===== src/rtl/serial_word_rx_pkg.sv =====
package serial_word_rx_pkg;
  typedef struct packed {
    logic rise;
    logic bnd;
  } fclk_evt_t;

  function automatic int unsigned bnd_thresh(input int unsigned ovs);
    return (3 * ovs) / 2;
  endfunction
endpackage


===== src/rtl/fclk_tracker.sv =====
module fclk_tracker
  import serial_word_rx_pkg::*;
#(
  parameter int unsigned OVS = 4
) (
  input  logic      clk_i,
  input  logic      rst_ni,
  input  logic      clr_i,
  input  logic      fclk_i,
  output fclk_evt_t evt_o
);
  localparam int unsigned THRESH = bnd_thresh(OVS);
  localparam int unsigned HW     = $clog2(THRESH + 1);

  logic          fclk_q;
  logic [HW-1:0] hi_cnt;

  always_ff @(posedge clk_i or negedge rst_ni) begin
    if (!rst_ni) begin
      fclk_q <= 1'b0;
      hi_cnt <= '0;
    end else begin
      fclk_q <= fclk_i;
      if (clr_i || !fclk_i)              hi_cnt <= '0;
      else if (hi_cnt != HW'(THRESH))    hi_cnt <= hi_cnt + 1'b1;
    end
  end

  // boundary fires once per high run; count saturates afterwards
  always_comb begin
    evt_o.rise = fclk_i && !fclk_q && !clr_i;
    evt_o.bnd  = fclk_i && !clr_i && (hi_cnt == HW'(THRESH - 1));
  end
endmodule


===== src/rtl/word_assembler.sv =====
module word_assembler
  import serial_word_rx_pkg::*;
#(
  parameter int unsigned WORD_W = 12,
  localparam int unsigned CW    = $clog2(WORD_W + 2)
) (
  input  logic              clk_i,
  input  logic              rst_ni,
  input  logic              clr_i,
  input  fclk_evt_t         evt_i,
  input  logic              sdata_i,
  output logic [WORD_W-1:0] shift_o,
  output logic [CW-1:0]     edge_cnt_o,
  output logic              word_ok_o
);
  logic [WORD_W-1:0] sr;
  logic [CW-1:0]     edge_cnt;
  logic              aligned;

  always_ff @(posedge clk_i or negedge rst_ni) begin
    if (!rst_ni) begin
      sr       <= '0;
      edge_cnt <= '0;
      aligned  <= 1'b0;
    end else if (clr_i) begin
      edge_cnt <= '0;
      aligned  <= 1'b0;
    end else begin
      // LSB first: earliest bit ends in bit 0
      if (evt_i.rise) sr <= {sdata_i, sr[WORD_W-1:1]};
      if (evt_i.bnd) begin
        edge_cnt <= '0;
        aligned  <= 1'b1;
      end else if (evt_i.rise && edge_cnt != CW'(WORD_W + 1)) begin
        edge_cnt <= edge_cnt + 1'b1;
      end
    end
  end

  assign shift_o    = sr;
  assign edge_cnt_o = edge_cnt;
  assign word_ok_o  = evt_i.bnd && aligned && (edge_cnt == CW'(WORD_W));
endmodule


===== src/rtl/wclk_gen.sv =====
module wclk_gen #(
  parameter int unsigned WAKE_LEN = 4,
  localparam int unsigned WW      = $clog2(WAKE_LEN + 1)
) (
  input  logic clk_i,
  input  logic rst_ni,
  input  logic en_i,
  input  logic strobe_i,
  output logic wclk_o
);
  logic          en_q;
  logic          strobe_q;
  logic [WW-1:0] wake_cnt;

  always_ff @(posedge clk_i or negedge rst_ni) begin
    if (!rst_ni) begin
      en_q     <= 1'b0;
      strobe_q <= 1'b0;
      wake_cnt <= '0;
    end else begin
      en_q     <= en_i;
      strobe_q <= strobe_i && en_i;
      if (!en_i)               wake_cnt <= '0;
      else if (!en_q)          wake_cnt <= WW'(WAKE_LEN);
      else if (wake_cnt != '0) wake_cnt <= wake_cnt - 1'b1;
    end
  end

  assign wclk_o = (wake_cnt == '0) && !strobe_q;
endmodule


===== src/rtl/serial_word_rx.sv =====
module serial_word_rx
  import serial_word_rx_pkg::*;
#(
  parameter int unsigned WORD_W   = 12,
  parameter int unsigned OVS      = 4,
  parameter int unsigned WAKE_LEN = 4
) (
  input  logic              clk_i,
  input  logic              rst_ni,
  input  logic              en_i,
  input  logic              sdata_i,
  input  logic              fclk_i,
  output logic [WORD_W-1:0] word_o,
  output logic              wclk_o
);
  localparam int unsigned CW = $clog2(WORD_W + 2);

  fclk_evt_t         evt;
  logic [WORD_W-1:0] shift;
  logic [CW-1:0]     edge_cnt;
  logic              word_ok;
  logic [WORD_W-1:0] word_q;
  logic              rx_clr;

  assign rx_clr = !en_i;

  fclk_tracker #(.OVS(OVS)) u_trk (
    .clk_i (clk_i),
    .rst_ni(rst_ni),
    .clr_i (rx_clr),
    .fclk_i(fclk_i),
    .evt_o (evt)
  );

  word_assembler #(.WORD_W(WORD_W)) u_asm (
    .clk_i     (clk_i),
    .rst_ni    (rst_ni),
    .clr_i     (rx_clr),
    .evt_i     (evt),
    .sdata_i   (sdata_i),
    .shift_o   (shift),
    .edge_cnt_o(edge_cnt),
    .word_ok_o (word_ok)
  );

  always_ff @(posedge clk_i or negedge rst_ni) begin
    if (!rst_ni)      word_q <= '0;
    else if (word_ok) word_q <= shift;
  end

  wclk_gen #(.WAKE_LEN(WAKE_LEN)) u_wclk (
    .clk_i   (clk_i),
    .rst_ni  (rst_ni),
    .en_i    (en_i),
    .strobe_i(word_ok),
    .wclk_o  (wclk_o)
  );

  assign word_o = word_q;
endmodule


===== config.mk =====
export PLATFORM = sky130hd
export DESIGN_NAME = serial_word_rx
export DESIGN_NICKNAME = d
export VERILOG_FILES = /design/src/rtl/serial_word_rx_pkg.sv /design/src/rtl/fclk_tracker.sv /design/src/rtl/word_assembler.sv /design/src/rtl/wclk_gen.sv /design/src/rtl/serial_word_rx.sv
export SDC_FILE = /design/constraint.sdc
export NUM_CORES = 1
export LEC_CHECK = 0
export BUFFER_PORTS_ARGS = -buffer_cell sky130_fd_sc_hd__buf_2
export CORE_AREA = 2 2 76 78
export CTS_CLUSTER_SIZE = 30
export DETAILED_ROUTE_END_ITERATION = 8
export DIE_AREA = 0 0 78 80
export RECOVER_POWER = 25
export SYNTH_ARGS = -nofsm -noshare
export SYNTH_HDL_FRONTEND = slang
export SYNTH_SLANG_ARGS = --single-unit

===== constraint.sdc =====
create_clock -name clk_i -period 2.2 [get_ports clk_i]
set_clock_uncertainty 0.15 [all_clocks]
set_input_delay 0.22 -clock clk_i [delete_from_list [all_inputs] [get_ports clk_i]]
set_output_delay 0.22 -clock clk_i [all_outputs]
set_load 0.005 [all_outputs]

==> results.json <==
{
  "worst-path-stages": 6,
  "r2r_cells": 6,
  "crit_chain": "dlygate4sd3_1 > clkbuf_1 > nand4_1 > nor2_4 > buf_4 > mux2_2",
  "die_area_sq_um": 6240,
  "fp.dieW_um": 78,
  "grt_pass1_wl_um": 4870,
  "vias_per_cell": 4.36,
  "drt_iter0_drc": 82,
  "root_buffer": "clkbuf_8",
  "multi_input_area_sq_um": 654,
  "clk_latency_ns": 0.29,
  "seqCellArea_sq_um": 951,
  "synth.net_count": 163,
  "n_fill_cell": 562,
  "dp_cells": 235,
  "cts_tree": "built",
  "hp-class": "flip-flop to flip-flop",
  "postPlaceCellArea_sq_um": 1820,
  "p_per_area_nw_per_um2": 703,
  "critPathSlowestCell": "dlygate4sd3_1",
  "ys_types": 28,
  "clkSlewWorstSetupHoldPaths_ns": 0.07,
  "numCtsBuffers": 5,
  "start_util_pct": 31.0,
  "wl_met2_um": 1120,
  "netlist_instances": 150,
  "ant_nets": 0,
  "cp.buffers_inverters": 3,
  "cp.required_ns": 2.23,
  "wl_met1_um": 1400,
  "max_freq_mhz": 529,
  "cts_setup_buffers": 0,
  "routed-wl-met3_um": 108,
  "cpPeakStageDelay_ns": 0.52,
  "netlist_top_cells_area": "dfrtp_1, nand2_1, mux2_4, ha_1, mux2_2",
  "io_pins": 18,
  "top_layer_used": "met4",
  "ys_seq_area_share_pct": 56.7,
  "setup_viol": 0,
  "synth_largest_area_cell": "dfrtp_1",
  "avgSynthCellArea_sq_um": 11.2,
  "yosys_warnings": 0,
  "end_kind": "flip-flop",
  "syn_area_sq_um": 1680,
  "cpLargestDelayFamily": "buffers and inverters",
  "diodes": 0,
  "drc": 0,
  "synth_common_cells": "nand2_1, dfrtp_1, mux2_4",
  "track_usage_pct": 10.1,
  "grt_overflow": 0,
  "final_nets": 187,
  "tightest_slew_ns": 0.913,
  "dpl.hpwl_um": 1750,
  "placeableCoreArea_sq_um": 5410,
  "leakagePower_uw": 0.000984,
  "slew_headroom_pct": 39.1,
  "final_core_util_pct": 35.8,
  "first_global_vias": 1044,
  "fin_hold_ws_ns": 0.305,
  "area.growth.synth_to_final_pct": 15.2,
  "synth-async-reset-ratio_pct": 100,
  "die_h_um": 80,
  "rows": 27,
  "fin_crit_ns": 1.89,
  "peakVddDrop_mv": 0.294,
  "cp-start-kind": "primary input",
  "finalWirelength_um": 2700,
  "fin_crit_sh_pct": 86.0,
  "synth.ff_latch_count": 38,
  "synth_edf_count": 0,
  "antenna_found_initial": 0,
  "min_path_cells": 1,
  "first_pass_iters": 4,
  "post_route_cells_drive_above_1_share_pct": 20.2,
  "htree_levels": 2,
  "hold_violations": 0,
  "slew_violations": 0,
  "wl_per_cell_um": 11.0,
  "status": "complete, no violations",
  "cts_sinks": 38,
  "final-instance-count-excl-fill": 245,
  "route.vias.total": 1068,
  "arrival_ns": 1.92,
  "cts_max_path_buffers": 2,
  "synth_top_area_share_pct": 56.7,
  "synthFlopType": "dfrtp_1",
  "setup_tns_ns": 0,
  "rsz0062_at_grt": "no",
  "path_class": "primary input to flip-flop",
  "cp_max_fo": 13,
  "gp_congestion": 0.685,
  "grt_max_degree": 39,
  "final_area_sq_um": 1930,
  "portBuffers": 17,
  "synth_most_common_cell": "nand2_1",
  "cap_violations": 0
}
stage by stage:
stage,setup slack (ns),total power (uW)
detailed placement,0.431,905
finish,0.309,1360
floorplan,0.582,862
global route,0.196,1440
CTS,0.381,1380
global placement,0.459,901
registers in the layout, indices dropped and copies added, names as in the netlist:
signal and count:
u_trk.fclk_q 1, word_o 12, u_wclk.en_q 1, u_asm.shift_o 12, u_trk.hi_cnt 3, u_asm.aligned 1
u_asm.edge_cnt_o 4, u_wclk.strobe_q 1, u_wclk.wake_cnt 3
metal layers:
| layer | vias up | GRT usage, % |
|---|---|---|
| met4 | 0 | 5.26 |
| met5 | - | 0 |
| met2 | 18 | 14.4 |
| li1 | 538 | - |
| met3 | 8 | 3.05 |
| met1 | 504 | 13.7 |
cells in the final DEF, fill, tap and decap left out:
| master | count |
|---|---|
| a211oi_1 | 2 |
| a21boi_0 | 1 |
| a21oi_1 | 4 |
| and3_1 | 1 |
| and3b_1 | 1 |
| buf_2 | 13 |
| buf_4 | 1 |
| clkbuf_1 | 3 |
| clkbuf_2 | 1 |
| clkbuf_8 | 6 |
| dfrtp_1 | 38 |
| dlygate4sd3_1 | 4 |
| ha_1 | 8 |
| inv_1 | 7 |
| mux2_2 | 3 |
| mux2_4 | 9 |
| mux2i_1 | 1 |
| nand2_1 | 43 |
| nand2b_1 | 1 |
| nand3_1 | 5 |
| nand3b_2 | 1 |
| nand4_1 | 2 |
| nor2_1 | 8 |
| nor2_4 | 1 |
| nor3_1 | 1 |
| o21ai_0 | 2 |
| o31ai_1 | 2 |
| or3_1 | 2 |
| xnor2_1 | 2 |
path summary, 6_finish.rpt:
path	startpoint	to	slack, ns
worst min register to register	u_wclk.en_q$_DFF_PN0_	u_wclk.wake_cnt[2]$_DFFE_PN0P_	0.31
max in group asynchronous	rst_ni	word_o[5]$_DFFE_PN0P_	0.88
worst max-delay path	fclk_i	word_o[11]$_DFFE_PN0P_	0.31
worst min-delay path	u_wclk.en_q$_DFF_PN0_	u_wclk.wake_cnt[2]$_DFFE_PN0P_	0.31
min in group asynchronous	rst_ni	u_wclk.wake_cnt[2]$_DFFE_PN0P_	0.44
worst max register to register	u_trk.hi_cnt[1]$_DFFE_PN0P_	word_o[11]$_DFFE_PN0P_	0.42
timing repair:
item                                   CTS  global route
setup endpoints to repair                0             0
hold buffers                             4             0
endpoints found under the hold margin   41             0
gates resized for setup                  0             0
area by class of cell:
class / count / area share (%)
Clock buffer: 6 / 4.27
Inverter: 7 / 1.36
Multi-Input combinational cell: 100 / 33.9
Sequential cell: 38 / 49.2
Tap cell: 72 / 4.66
Timing Repair Buffer: 22 / 6.67
logic make-up after synthesis:
| group | count (synthesis) | synth area share (%) |
|---|---|---|
| AO/OA/AOI/OAI | 11 | 4.03 |
| XOR/XNOR | 2 | 1.04 |
| adder cells (fa/ha/maj) | 8 | 5.97 |
| buffers and inverters | 12 | 3.95 |
| flip-flops | 38 | 56.7 |
| multiplexers | 13 | 10.7 |
| AND/OR/NAND/NOR | 66 | 17.7 |
worst reg2reg max path: stages (launching register included):
cell and delay (ns):
dfrtp_1 0.41, inv_1 0.07, ha_1 0.16, nand4_1 0.16, nor2_4 0.13, buf_4 0.24, mux2_2 0.36
power breakdown:
| group | switching, uW | leakage [uW] | internal, uW |
|---|---|---|---|
| sequential | 36.4 | 0.000517 | 746 |
| combinational | 64.8 | 0.000424 | 45.4 |
| clock | 225 | 0.0000431 | 241 |
| total | 326 | 0.000984 | 1030 |
Note: power is estimated with default switching activity, not from simulation.
